**src/rtl/fifo_cell_pkg.sv**
```systemverilog
package fifo_cell_pkg;
  typedef enum logic [1:0] {
    VIEW_PEEK = 2'd0,
    VIEW_TAG  = 2'd1,
    VIEW_WAIT = 2'd2,
    VIEW_TRY  = 2'd3
  } view_e;

  localparam int unsigned DATA_W    = 64;
  localparam int unsigned BIT_E     = 0;
  localparam int unsigned BIT_F     = 1;
  localparam int unsigned BIT_T     = 16;
  localparam int unsigned BIT_FIFO  = 17;
  localparam int unsigned BIT_CNT   = 18;
  localparam int unsigned BIT_DEPTH = 28;
endpackage

```
**src/rtl/cell_store.sv**
```systemverilog
module cell_store #(
  parameter int unsigned DEPTH = 8,
  parameter int unsigned W     = 64,
  localparam int unsigned IDX_W = $clog2(DEPTH)
) (
  input  logic             clk_i,
  input  logic             wr_en_i,
  input  logic [IDX_W-1:0] wr_addr_i,
  input  logic [W-1:0]     wr_data_i,
  input  logic [IDX_W-1:0] rd_addr_i,
  output logic [W-1:0]     rd_data_o
);
  logic [W-1:0] mem_q [DEPTH];

  always_ff @(posedge clk_i) begin
    if (wr_en_i) mem_q[wr_addr_i] <= wr_data_i;
  end

  assign rd_data_o = mem_q[rd_addr_i];
endmodule

```
**src/rtl/cell_tag.sv**
```systemverilog
module cell_tag
  import fifo_cell_pkg::*;
#(
  parameter int unsigned DEPTH = 8,
  localparam int unsigned IDX_W = $clog2(DEPTH),
  localparam int unsigned CNT_W = $clog2(DEPTH + 1)
) (
  input  logic             clk_i,
  input  logic             rst_ni,
  input  logic             req_i,
  input  logic             we_i,
  input  view_e            view_i,
  input  logic             t_wr_i,
  input  logic             e_wr_i,
  input  logic             f_wr_i,
  output logic [CNT_W-1:0] cnt_o,
  output logic [IDX_W-1:0] rd_idx_o,
  output logic             t_o,
  output logic             e_o,
  output logic             f_o,
  output logic             mem_we_o,
  output logic [IDX_W-1:0] mem_waddr_o,
  output logic             stall_o,
  output logic             done_o
);
  localparam logic [CNT_W-1:0] FULL_CNT = CNT_W'(DEPTH);

  logic [CNT_W-1:0] cnt_q;
  logic [IDX_W-1:0] rd_q;
  logic t_q, e_q, f_q;
  logic ef, blk, rd_op, wr_op, pop, push, byp_wr, ctl_wr, stall;

  assign ef     = req_i && (view_i == VIEW_WAIT || view_i == VIEW_TRY);
  assign blk    = (view_i == VIEW_WAIT);
  assign rd_op  = ef && !we_i;
  assign wr_op  = ef && we_i;
  assign stall  = (rd_op && blk && e_q) || (wr_op && blk && f_q);
  assign pop    = rd_op && !stall && (cnt_q != '0);
  assign push   = wr_op && !stall && (cnt_q != FULL_CNT);
  assign byp_wr = req_i && we_i && (view_i == VIEW_PEEK) && (cnt_q != '0);
  assign ctl_wr = req_i && we_i && (view_i == VIEW_TAG);

  assign mem_we_o    = push || byp_wr;
  assign mem_waddr_o = push ? rd_q + cnt_q[IDX_W-1:0]
                            : rd_q + cnt_q[IDX_W-1:0] - IDX_W'(1);
  assign stall_o  = stall;
  assign done_o   = ef && !stall;
  assign cnt_o    = cnt_q;
  assign rd_idx_o = rd_q;
  assign t_o = t_q;
  assign e_o = e_q;
  assign f_o = f_q;

  always_ff @(posedge clk_i or negedge rst_ni) begin
    if (!rst_ni) begin
      cnt_q <= '0;
      rd_q  <= '0;
      t_q   <= 1'b0;
      e_q   <= 1'b1;
      f_q   <= 1'b0;
    end else begin
      if (ctl_wr) begin
        t_q <= t_wr_i;
        e_q <= e_wr_i;
        f_q <= f_wr_i;
        if (e_wr_i) cnt_q <= '0;
      end
      if (rd_op) begin
        f_q <= 1'b0;
        if (pop) begin
          rd_q  <= rd_q + IDX_W'(1);
          cnt_q <= cnt_q - CNT_W'(1);
        end
        if (!stall && (cnt_q == '0 || (pop && cnt_q == CNT_W'(1)))) e_q <= 1'b1;
      end
      if (wr_op) begin
        e_q <= 1'b0;
        if (push) cnt_q <= cnt_q + CNT_W'(1);
        if (!stall && (cnt_q == FULL_CNT || (push && cnt_q == FULL_CNT - CNT_W'(1))))
          f_q <= 1'b1;
      end
    end
  end

  a_r5_count_bound: assert property (@(posedge clk_i) disable iff (!rst_ni)
    cnt_q <= FULL_CNT);
  a_r6_stall_keeps_count: assert property (@(posedge clk_i) disable iff (!rst_ni)
    stall |=> $stable(cnt_q));
  a_r4_drain_sets_empty: assert property (@(posedge clk_i) disable iff (!rst_ni)
    (pop && cnt_q == CNT_W'(1)) |=> e_q);
  a_r5_fill_sets_full: assert property (@(posedge clk_i) disable iff (!rst_ni)
    (push && cnt_q == FULL_CNT - CNT_W'(1)) |=> f_q);
endmodule

```
**src/rtl/cell_waiter.sv**
```systemverilog
module cell_waiter #(
  parameter int unsigned THREADS = 8,
  localparam int unsigned TID_W = $clog2(THREADS)
) (
  input  logic               clk_i,
  input  logic               rst_ni,
  input  logic               stall_i,
  input  logic [TID_W-1:0]   tid_i,
  input  logic               done_i,
  output logic [THREADS-1:0] blocked_o,
  output logic               wake_o,
  output logic [THREADS-1:0] wake_mask_o
);
  logic [THREADS-1:0] blk_q, wmask_q;
  logic wake_q, fire;

  assign fire = done_i && (blk_q != '0);

  always_ff @(posedge clk_i or negedge rst_ni) begin
    if (!rst_ni) begin
      blk_q   <= '0;
      wmask_q <= '0;
      wake_q  <= 1'b0;
    end else begin
      wake_q  <= fire;
      wmask_q <= fire ? blk_q : '0;
      if (stall_i) blk_q <= blk_q | (THREADS'(1) << tid_i);
      else if (fire) blk_q <= '0;
    end
  end

  assign blocked_o   = blk_q;
  assign wake_o      = wake_q;
  assign wake_mask_o = wmask_q;

  a_r6_stall_records: assert property (@(posedge clk_i) disable iff (!rst_ni)
    stall_i |=> blk_q[$past(tid_i)]);
  a_r10_wake_clears_mask: assert property (@(posedge clk_i) disable iff (!rst_ni)
    wake_q |-> (blk_q == '0 && wmask_q != '0));
  a_r10_wake_single: assert property (@(posedge clk_i) disable iff (!rst_ni)
    wake_q |=> !wake_q);
endmodule

```
**src/rtl/fifo_cell.sv**
```systemverilog
module fifo_cell
  import fifo_cell_pkg::*;
#(
  parameter int unsigned DEPTH   = 8,
  parameter int unsigned THREADS = 8,
  localparam int unsigned TID_W  = $clog2(THREADS),
  localparam int unsigned IDX_W  = $clog2(DEPTH),
  localparam int unsigned CNT_W  = $clog2(DEPTH + 1)
) (
  input  logic               clk_i,
  input  logic               rst_ni,
  input  logic               req_i,
  input  logic               we_i,
  input  logic [1:0]         view_i,
  input  logic [TID_W-1:0]   tid_i,
  input  logic [63:0]        wdata_i,
  output logic [63:0]        rdata_o,
  output logic               stall_o,
  output logic               wake_o,
  output logic [THREADS-1:0] wake_mask_o,
  output logic [THREADS-1:0] blocked_o
);
  view_e view;
  logic [CNT_W-1:0] cnt;
  logic [IDX_W-1:0] rd_idx, waddr;
  logic t, e, f, mem_we, stall, done;
  logic [63:0] head, ctl_word;

  assign view = view_e'(view_i);

  cell_tag #(.DEPTH(DEPTH)) u_tag (
    .clk_i, .rst_ni, .req_i, .we_i, .view_i(view),
    .t_wr_i(wdata_i[BIT_T]), .e_wr_i(wdata_i[BIT_E]), .f_wr_i(wdata_i[BIT_F]),
    .cnt_o(cnt), .rd_idx_o(rd_idx), .t_o(t), .e_o(e), .f_o(f),
    .mem_we_o(mem_we), .mem_waddr_o(waddr), .stall_o(stall), .done_o(done)
  );

  cell_store #(.DEPTH(DEPTH), .W(DATA_W)) u_store (
    .clk_i, .wr_en_i(mem_we), .wr_addr_i(waddr), .wr_data_i(wdata_i),
    .rd_addr_i(rd_idx), .rd_data_o(head)
  );

  cell_waiter #(.THREADS(THREADS)) u_wait (
    .clk_i, .rst_ni, .stall_i(stall), .tid_i, .done_i(done),
    .blocked_o, .wake_o, .wake_mask_o
  );

  always_comb begin
    ctl_word = '0;
    ctl_word[BIT_DEPTH +: 4]   = 4'(IDX_W);
    ctl_word[BIT_CNT +: CNT_W] = cnt;
    ctl_word[BIT_FIFO] = 1'b1;
    ctl_word[BIT_T]    = t;
    ctl_word[BIT_F]    = f;
    ctl_word[BIT_E]    = e;
  end

  always_comb begin
    rdata_o = '0;
    if (req_i && !we_i) begin
      unique case (view)
        VIEW_PEEK: rdata_o = head;
        VIEW_TAG:  rdata_o = ctl_word;
        default:   if (!stall && cnt != '0) rdata_o = head;
      endcase
    end
  end

  assign stall_o = stall;
endmodule

```
**config.mk**
```make
export PLATFORM = sky130hd
export DESIGN_NAME = fifo_cell
export DESIGN_NICKNAME = d
export VERILOG_FILES = /design/src/rtl/fifo_cell_pkg.sv /design/src/rtl/cell_store.sv /design/src/rtl/cell_tag.sv /design/src/rtl/cell_waiter.sv /design/src/rtl/fifo_cell.sv
export SDC_FILE = /design/constraint.sdc
export NUM_CORES = 1
export LEC_CHECK = 0
export BUFFER_PORTS_ARGS = -buffer_cell sky130_fd_sc_hd__buf_2
export CORE_MARGIN = 2
export CORE_UTILIZATION = 30
export CTS_CLUSTER_SIZE = 20
export DETAILED_ROUTE_END_ITERATION = 10
export PLACE_DENSITY = 0.48
export SLEW_MARGIN = 20
export SYNTH_ARGS = -nofsm -noshare
export SYNTH_HDL_FRONTEND = slang
export SYNTH_SLANG_ARGS = --single-unit
```
**constraint.sdc**
```tcl
create_clock -name clk_i -period 10.8 [get_ports clk_i]
set_input_delay 1.08 -clock clk_i [delete_from_list [all_inputs] [get_ports clk_i]]
set_output_delay 1.08 -clock clk_i [all_outputs]
set_load 0.01 [all_outputs]
```
==> impl_metrics.json, run 1 <==
{
  "clk_pin_slew_ps": 60,
  "detail_route.first_pass.iterations": 5,
  "outcome": "finished, final reports clean",
  "antenna_found_initial": 7,
  "synth_cell_types": 54,
  "root_buffer": "clkbuf_16",
  "numCtsBuffers": 57,
  "cts.sinks": 539,
  "r2r_setup_slack_ps": 5840,
  "synth_top_area_share_pct": 73.0,
  "vias": 10100,
  "holdWs_ps": 487,
  "synth_cells": 988,
  "power_leakage_nw": 8.37,
  "rsz0062_at_grt": "false",
  "h-tree-depth": 2,
  "fin_setup_tns_ps": 0,
  "cts_setup_buffers": 0,
  "synth.most_common_cell": "edfxtp_1",
  "postRouteAntennaNets": 0,
  "startpoint_type": "flip-flop",
  "fmax_mhz": 202,
  "drv_slew": 0,
  "port-buffer-count": 154,
  "dominantRegCellSynth": "edfxtp_1",
  "synth_nets": 1068,
  "period_minus_slack_ps": 4960,
  "cp_slowest_cell": "dfrtp_4",
  "hpwl_mm": 26.5,
  "cts_resized": 0,
  "die_h_um": 269,
  "grt.overflow.total": 0,
  "clockBufferDepth": 3,
  "async_flop_share_pct": 5.01,
  "grt_max_degree": 48,
  "grt_pass1_wl_mm": 71.4,
  "yosysWarnings": 0,
  "layout-drive-gt1-share_pct": 32.9,
  "fin_nets": 1254,
  "worstReg2RegStart": "u_tag.rd_idx_o[0]$_DFFE_PN0P_",
  "critPathKind": "flip-flop to flip-flop",
  "wirelength_mm": 48.3,
  "fin_crit_sh_pct": 45.9,
  "mappedNetlistArea_um2": 21100,
  "required_ps": 11020,
  "grt_pass1_vias": 10700,
  "ys_seq_area_share_pct": 76.2,
  "die_w_um": 269,
  "worstSetupEndpointType": "flip-flop",
  "cp_top_family": "buffers and inverters",
  "ys_top_cells_by_area": "edfxtp_1, mux4_2, mux2i_1",
  "powerDensity_nw_per_um2": 343,
  "initial_utilization_pct": 30.2,
  "grtUsageTotal_pct": 13.5,
  "rr_worst_depth": 11,
  "yosysTopAreaCell": "edfxtp_1",
  "vias_per_cell": 4.68,
  "synth_edf_count": 512,
  "io_pins": 155,
  "min-delay-path-class": "input port to asynchronous set/reset pin",
  "cts_tree": "built",
  "gp_congestion": 0.721,
  "core_area_um2": 69800,
  "cp_max_fo": 34,
  "fin_skew_ps": 31.3,
  "ys_ff_latch": 539,
  "crit_chain": "buf_16, ha_1, fa_1, inv_1, ha_1, nor2_1, a41oi_1, nand3_1, a211oi_4, buf_4, buf_4",
  "clk_latency_ps": 610,
  "drtIter0Drc": 721,
  "row_count": 97,
  "avgSynthCellArea_um2": 21.3,
  "areaGrowthSynthToFinish_pct": 18.1,
  "cp_data_arrival_time_ps": 5180,
  "worst_path_largest_cell_delay_ps": 680,
  "worst-path-buf-inv": 4,
  "dieArea_um2": 72400,
  "wl_per_cell_um": 22.4,
  "hold_viol": 0,
  "rr_endpoint": "u_store.mem_q[2][51]$_DFFE_PP_",
  "max_cap_violations": 0,
  "max-vdd-ir-drop_mv": 0.324,
  "synthTopCellsByCount": "edfxtp_1, mux4_2, nor2_1",
  "setup_viol": 0,
  "drcViolationCount": 0,
  "slew_headroom_pct": 26.6,
  "cts_hold_buf": 0,
  "tightest_slew_ps": 1100
}
[logic make-up after synthesis]
family          synth area share, %
compound gates                 1.64
mux                            17.0
buf+inv                        1.58
flops                          76.2
xor+xnor                      0.166
simple gates                   3.01
fa+ha+maj                     0.451
[power breakdown]
| group | internal (mW) | total [mW] | leakage, nW | switching [mW] |
|---|---|---|---|---|
| combinational | 1.08 | 2.82 | 2.47 | 1.74 |
| clock | 1.12 | 1.92 | 0.888 | 0.797 |
| sequential | 3.51 | 3.80 | 5.01 | 0.294 |
[state kept, by name, indices dropped and copies added (netlist names)]
name / flops
u_wait.wake_o: 1
u_wait.wake_mask_o: 8
u_tag.f_o: 1
u_store.mem_q: 512
u_tag.t_o: 1
u_tag.e_o: 1
u_tag.cnt_o: 4
u_tag.rd_idx_o: 3
u_wait.blocked_o: 8
[final cells by class]
class / count / area (um^2)
diodes: 1 / 2.50
clock buffers: 71 / 1500
clock inverters: 31 / 342
fillers: 6519 / 44900
inverters: 12 / 45.0
multi-input cells: 384 / 4760
flip-flops and latches: 539 / 16100
well taps: 940 / 1180
repair buffers: 180 / 986
[layout by cell type (no fill, tap or decap), drive strengths merged, types with 2 or more instances in the layout]
| master | instances |
|---|---|
| buf | 180 |
| a211oi | 12 |
| nor2 | 73 |
| and3 | 3 |
| clkinv | 25 |
| nand4bb | 2 |
| nand2 | 9 |
| mux2i | 66 |
| clkbuf | 71 |
| nor2b | 2 |
| nor4 | 7 |
| mux2 | 3 |
| ha | 6 |
| inv | 12 |
| mux4 | 128 |
| a21oi | 10 |
| nand4 | 3 |
| o211ai | 2 |
| edfxtp | 512 |
| a41oi | 6 |
| nand2b | 6 |
| and2 | 8 |
| nand3 | 8 |
| nor3 | 3 |
| a21o | 2 |
| xor2 | 3 |
| bufinv | 6 |
| dfrtp | 26 |
[metal layers]
layer,vias to the layer above,wire [um],track usage (%)
met5,-,69,0
met4,12,982,3.84
met3,79,2170,2.76
met2,207,23600,22.1
met1,5353,21500,18.2
li1,4454,-,-
[worst max path at each step]
stage / start / slack (ps) / end / depth (start not counted)
final: u_tag.rd_idx_o[0]$_DFFE_PN0P_ / 5840 / u_store.mem_q[2][51]$_DFFE_PP_ / 11
after global routing: u_tag.rd_idx_o[0]$_DFFE_PN0P_ / 5490 / u_store.mem_q[2][52]$_DFFE_PP_ / 11
after CTS: u_tag.rd_idx_o[0]$_DFFE_PN0P_ / 5430 / u_store.mem_q[2][52]$_DFFE_PP_ / 10
after detailed placement: u_tag.rd_idx_o[0]$_DFFE_PN0P_ / 5490 / u_store.mem_q[2][56]$_DFFE_PP_ / 10
after global placement: u_tag.rd_idx_o[0]$_DFFE_PN0P_ / 5570 / u_store.mem_q[2][38]$_DFFE_PP_ / 10
after floorplan: view_i[0] / 2080 / u_store.mem_q[6][0]$_DFFE_PP_ / 5
[metrics by stage]
stage	total power, mW	instance area, um^2	cells	worst slack, ps	util, %
after CTS	8.76	24800	2156	5430	35.6
after floorplan	5.79	21100	988	2080	-
final	8.54	24900	2158	5840	35.7
after detailed placement	6.80	23000	2054	5490	33.0
after global routing	9.04	24900	2157	5490	35.6
after global placement	6.75	23000	2054	5570	33.0
Power figures use the tool's default switching activity.
==> inputs of run 2 (changes only) <==
Settings changed: PLACE_DENSITY 0.48 to 0.5.
Clock period 10.8 ns to 4.35 ns, I/O delays scaled along.
==> impl_metrics.json, run 2 (synthesis gave the netlist of run 1 again) <==
{
  "powerDensity_nw_per_um2": 845,
  "min-delay-path-class": "input port to flip-flop",
  "fin_skew_ps": 26.3,
  "power_leakage_nw": 8.37,
  "final_common_cell": "edfxtp_1",
  "required_ps": 3910,
  "vias_per_cell": 4.62,
  "areaGrowthSynthToFinish_pct": 18.7,
  "dieArea_um2": 72400,
  "power_mw": 21.1,
  "final_util_pct": 35.8,
  "fin_nets": 1254,
  "holdPathEnd": "u_store.mem_q[6][34]$_DFFE_PP_",
  "postRouteAntennaNets": 0,
  "wl_per_cell_um": 21.4,
  "clk_latency_ps": 620,
  "die_h_um": 269,
  "grt.overflow.total": 0,
  "fill_cells": 6457,
  "rsz0062_at_grt": "false",
  "placed_cell_area_um2": 23200,
  "tightest_slew_ps": 975,
  "cts_hold_buf": 1,
  "cp_data_arrival_time_ps": 3220,
  "gp_congestion": 0.748,
  "cp_top_family": "simple AND/OR/NAND/NOR gates",
  "wirelength_mm": 46.3,
  "grt_max_degree": 128,
  "io_pins": 155,
  "root_buffer": "clkbuf_16",
  "worst-path-buf-inv": 3,
  "cts.sinks": 539,
  "worst_path_largest_cell_delay_ps": 780,
  "period_minus_slack_ps": 3650,
  "port-buffer-count": 154,
  "holdWs_ps": 86.4,
  "fmax_mhz": 274,
  "fin_crit_sh_pct": 84.0,
  "crit_chain": "inv_1, ha_1, nand4bb_1, o311ai_1, nand2b_2, buf_4, nor2_1, buf_2",
  "drv_slew": 0,
  "grtUsageTotal_pct": 12.8,
  "detail_route.first_pass.iterations": 4,
  "grt_pass1_wl_mm": 68.9,
  "min-delay-start": "wdata_i[34]",
  "max_cap_violations": 0,
  "die_w_um": 269,
  "critPathKind": "flip-flop to output port",
  "slew_headroom_pct": 35.0,
  "cp_max_fo": 24,
  "h-tree-depth": 2,
  "rr_worst_depth": 9,
  "setup_viol": 0,
  "antenna_found_initial": 10,
  "clk_pin_slew_ps": 60,
  "hpwl_mm": 26.3,
  "finish.instance_area_um2": 25000,
  "layout-drive-gt1-share_pct": 33.7,
  "cts_tree": "built",
  "vias": 9992,
  "top_register": "u_store.mem_q",
  "layout_common_cells": "edfxtp_1, buf_2, mux4_2",
  "worstSetupEndpointType": "output port",
  "drcViolationCount": 0,
  "numCtsBuffers": 57,
  "outcome": "finished, final reports clean",
  "grt_pass1_vias": 10800,
  "clockBufferDepth": 3,
  "startpoint_type": "flip-flop",
  "worstReg2RegStart": "u_tag.rd_idx_o[0]$_DFFE_PN0P_",
  "max-vdd-ir-drop_mv": 1.16,
  "drtIter0Drc": 583,
  "whs_path_depth": 1,
  "cts_resized": 0,
  "row_count": 97,
  "rr_endpoint": "u_store.mem_q[1][47]$_DFFE_PP_",
  "largest_reg_flops": 512,
  "r2r_setup_slack_ps": 920,
  "hold_viol": 0,
  "cts_setup_buffers": 0,
  "startpoint": "u_tag.cnt_o[1]$_DFF_PN0_",
  "initial_utilization_pct": 30.2,
  "cp_slowest_cell": "nand2b_2",
  "core_area_um2": 69800
}
[run 2: cell count changes in the layout (fill, tap and decap cells not counted), moves of 2 or more]
cell / change
clkinvlp_4: +4
clkinv_1: -4
clkinv_2: +5
nor4_4: +4
diode_2: +3
nor4_2: -4
bufinv_16: -2
buf_12: +8
buf_4: -8
[run 2: per-stage QoR]
| stage | setup TNS [ps] | setup WS [ps] | cells |
|---|---|---|---|
| floorplan | -158320 | -603 | 988 |
| global placement | 0 | 944 | 2054 |
| detailed placement | 0 | 883 | 2054 |
| CTS | 0 | 606 | 2160 |
| global route | 0 | 479 | 2160 |
| finish | 0 | 697 | 2164 |
[run 2: metal layers]
layer	track usage [%]	share of wire, %	vias up
met5	0	0.18	-
met4	3.54	1.9	14
met3	3.05	5.6	75
met2	21.6	49	184
met1	16.7	43	5254
li1	-	-	4465
[run 2: cell type report]
| cell class | count | area, um^2 | area share, % |
|---|---|---|---|
| Sequential cell | 539 | 16100 | 64.2 |
| Clock inverter | 34 | 322 | 1.29 |
| Inverter | 12 | 45.0 | 0.180 |
| Antenna cell | 4 | 10.0 | 0.0400 |
| Tap cell | 940 | 1180 | 4.70 |
| Clock buffer | 71 | 1500 | 6.00 |
| Multi-Input combinational cell | 384 | 4820 | 19.3 |
| Timing Repair Buffer | 180 | 1070 | 4.27 |
[run 2: how the worst max path moves through the flow]
stage | to | slack (ps) | depth (start not counted)
after global placement | u_store.mem_q[1][42]$_DFFE_PP_ | 940 | 9
after global routing | rdata_o[39] | 480 | 8
after detailed placement | u_store.mem_q[1][39]$_DFFE_PP_ | 880 | 9
after CTS | rdata_o[39] | 610 | 8
final | rdata_o[41] | 700 | 8
after floorplan | u_store.mem_q[0][0]$_DFFE_PP_ | -600 | 8
[run 2: where the power goes]
| group | total, mW | switching [mW] | internal, mW |
|---|---|---|---|
| combinational | 7.17 | 4.35 | 2.82 |
| clock | 4.67 | 1.98 | 2.69 |
| sequential | 9.30 | 0.609 | 8.70 |
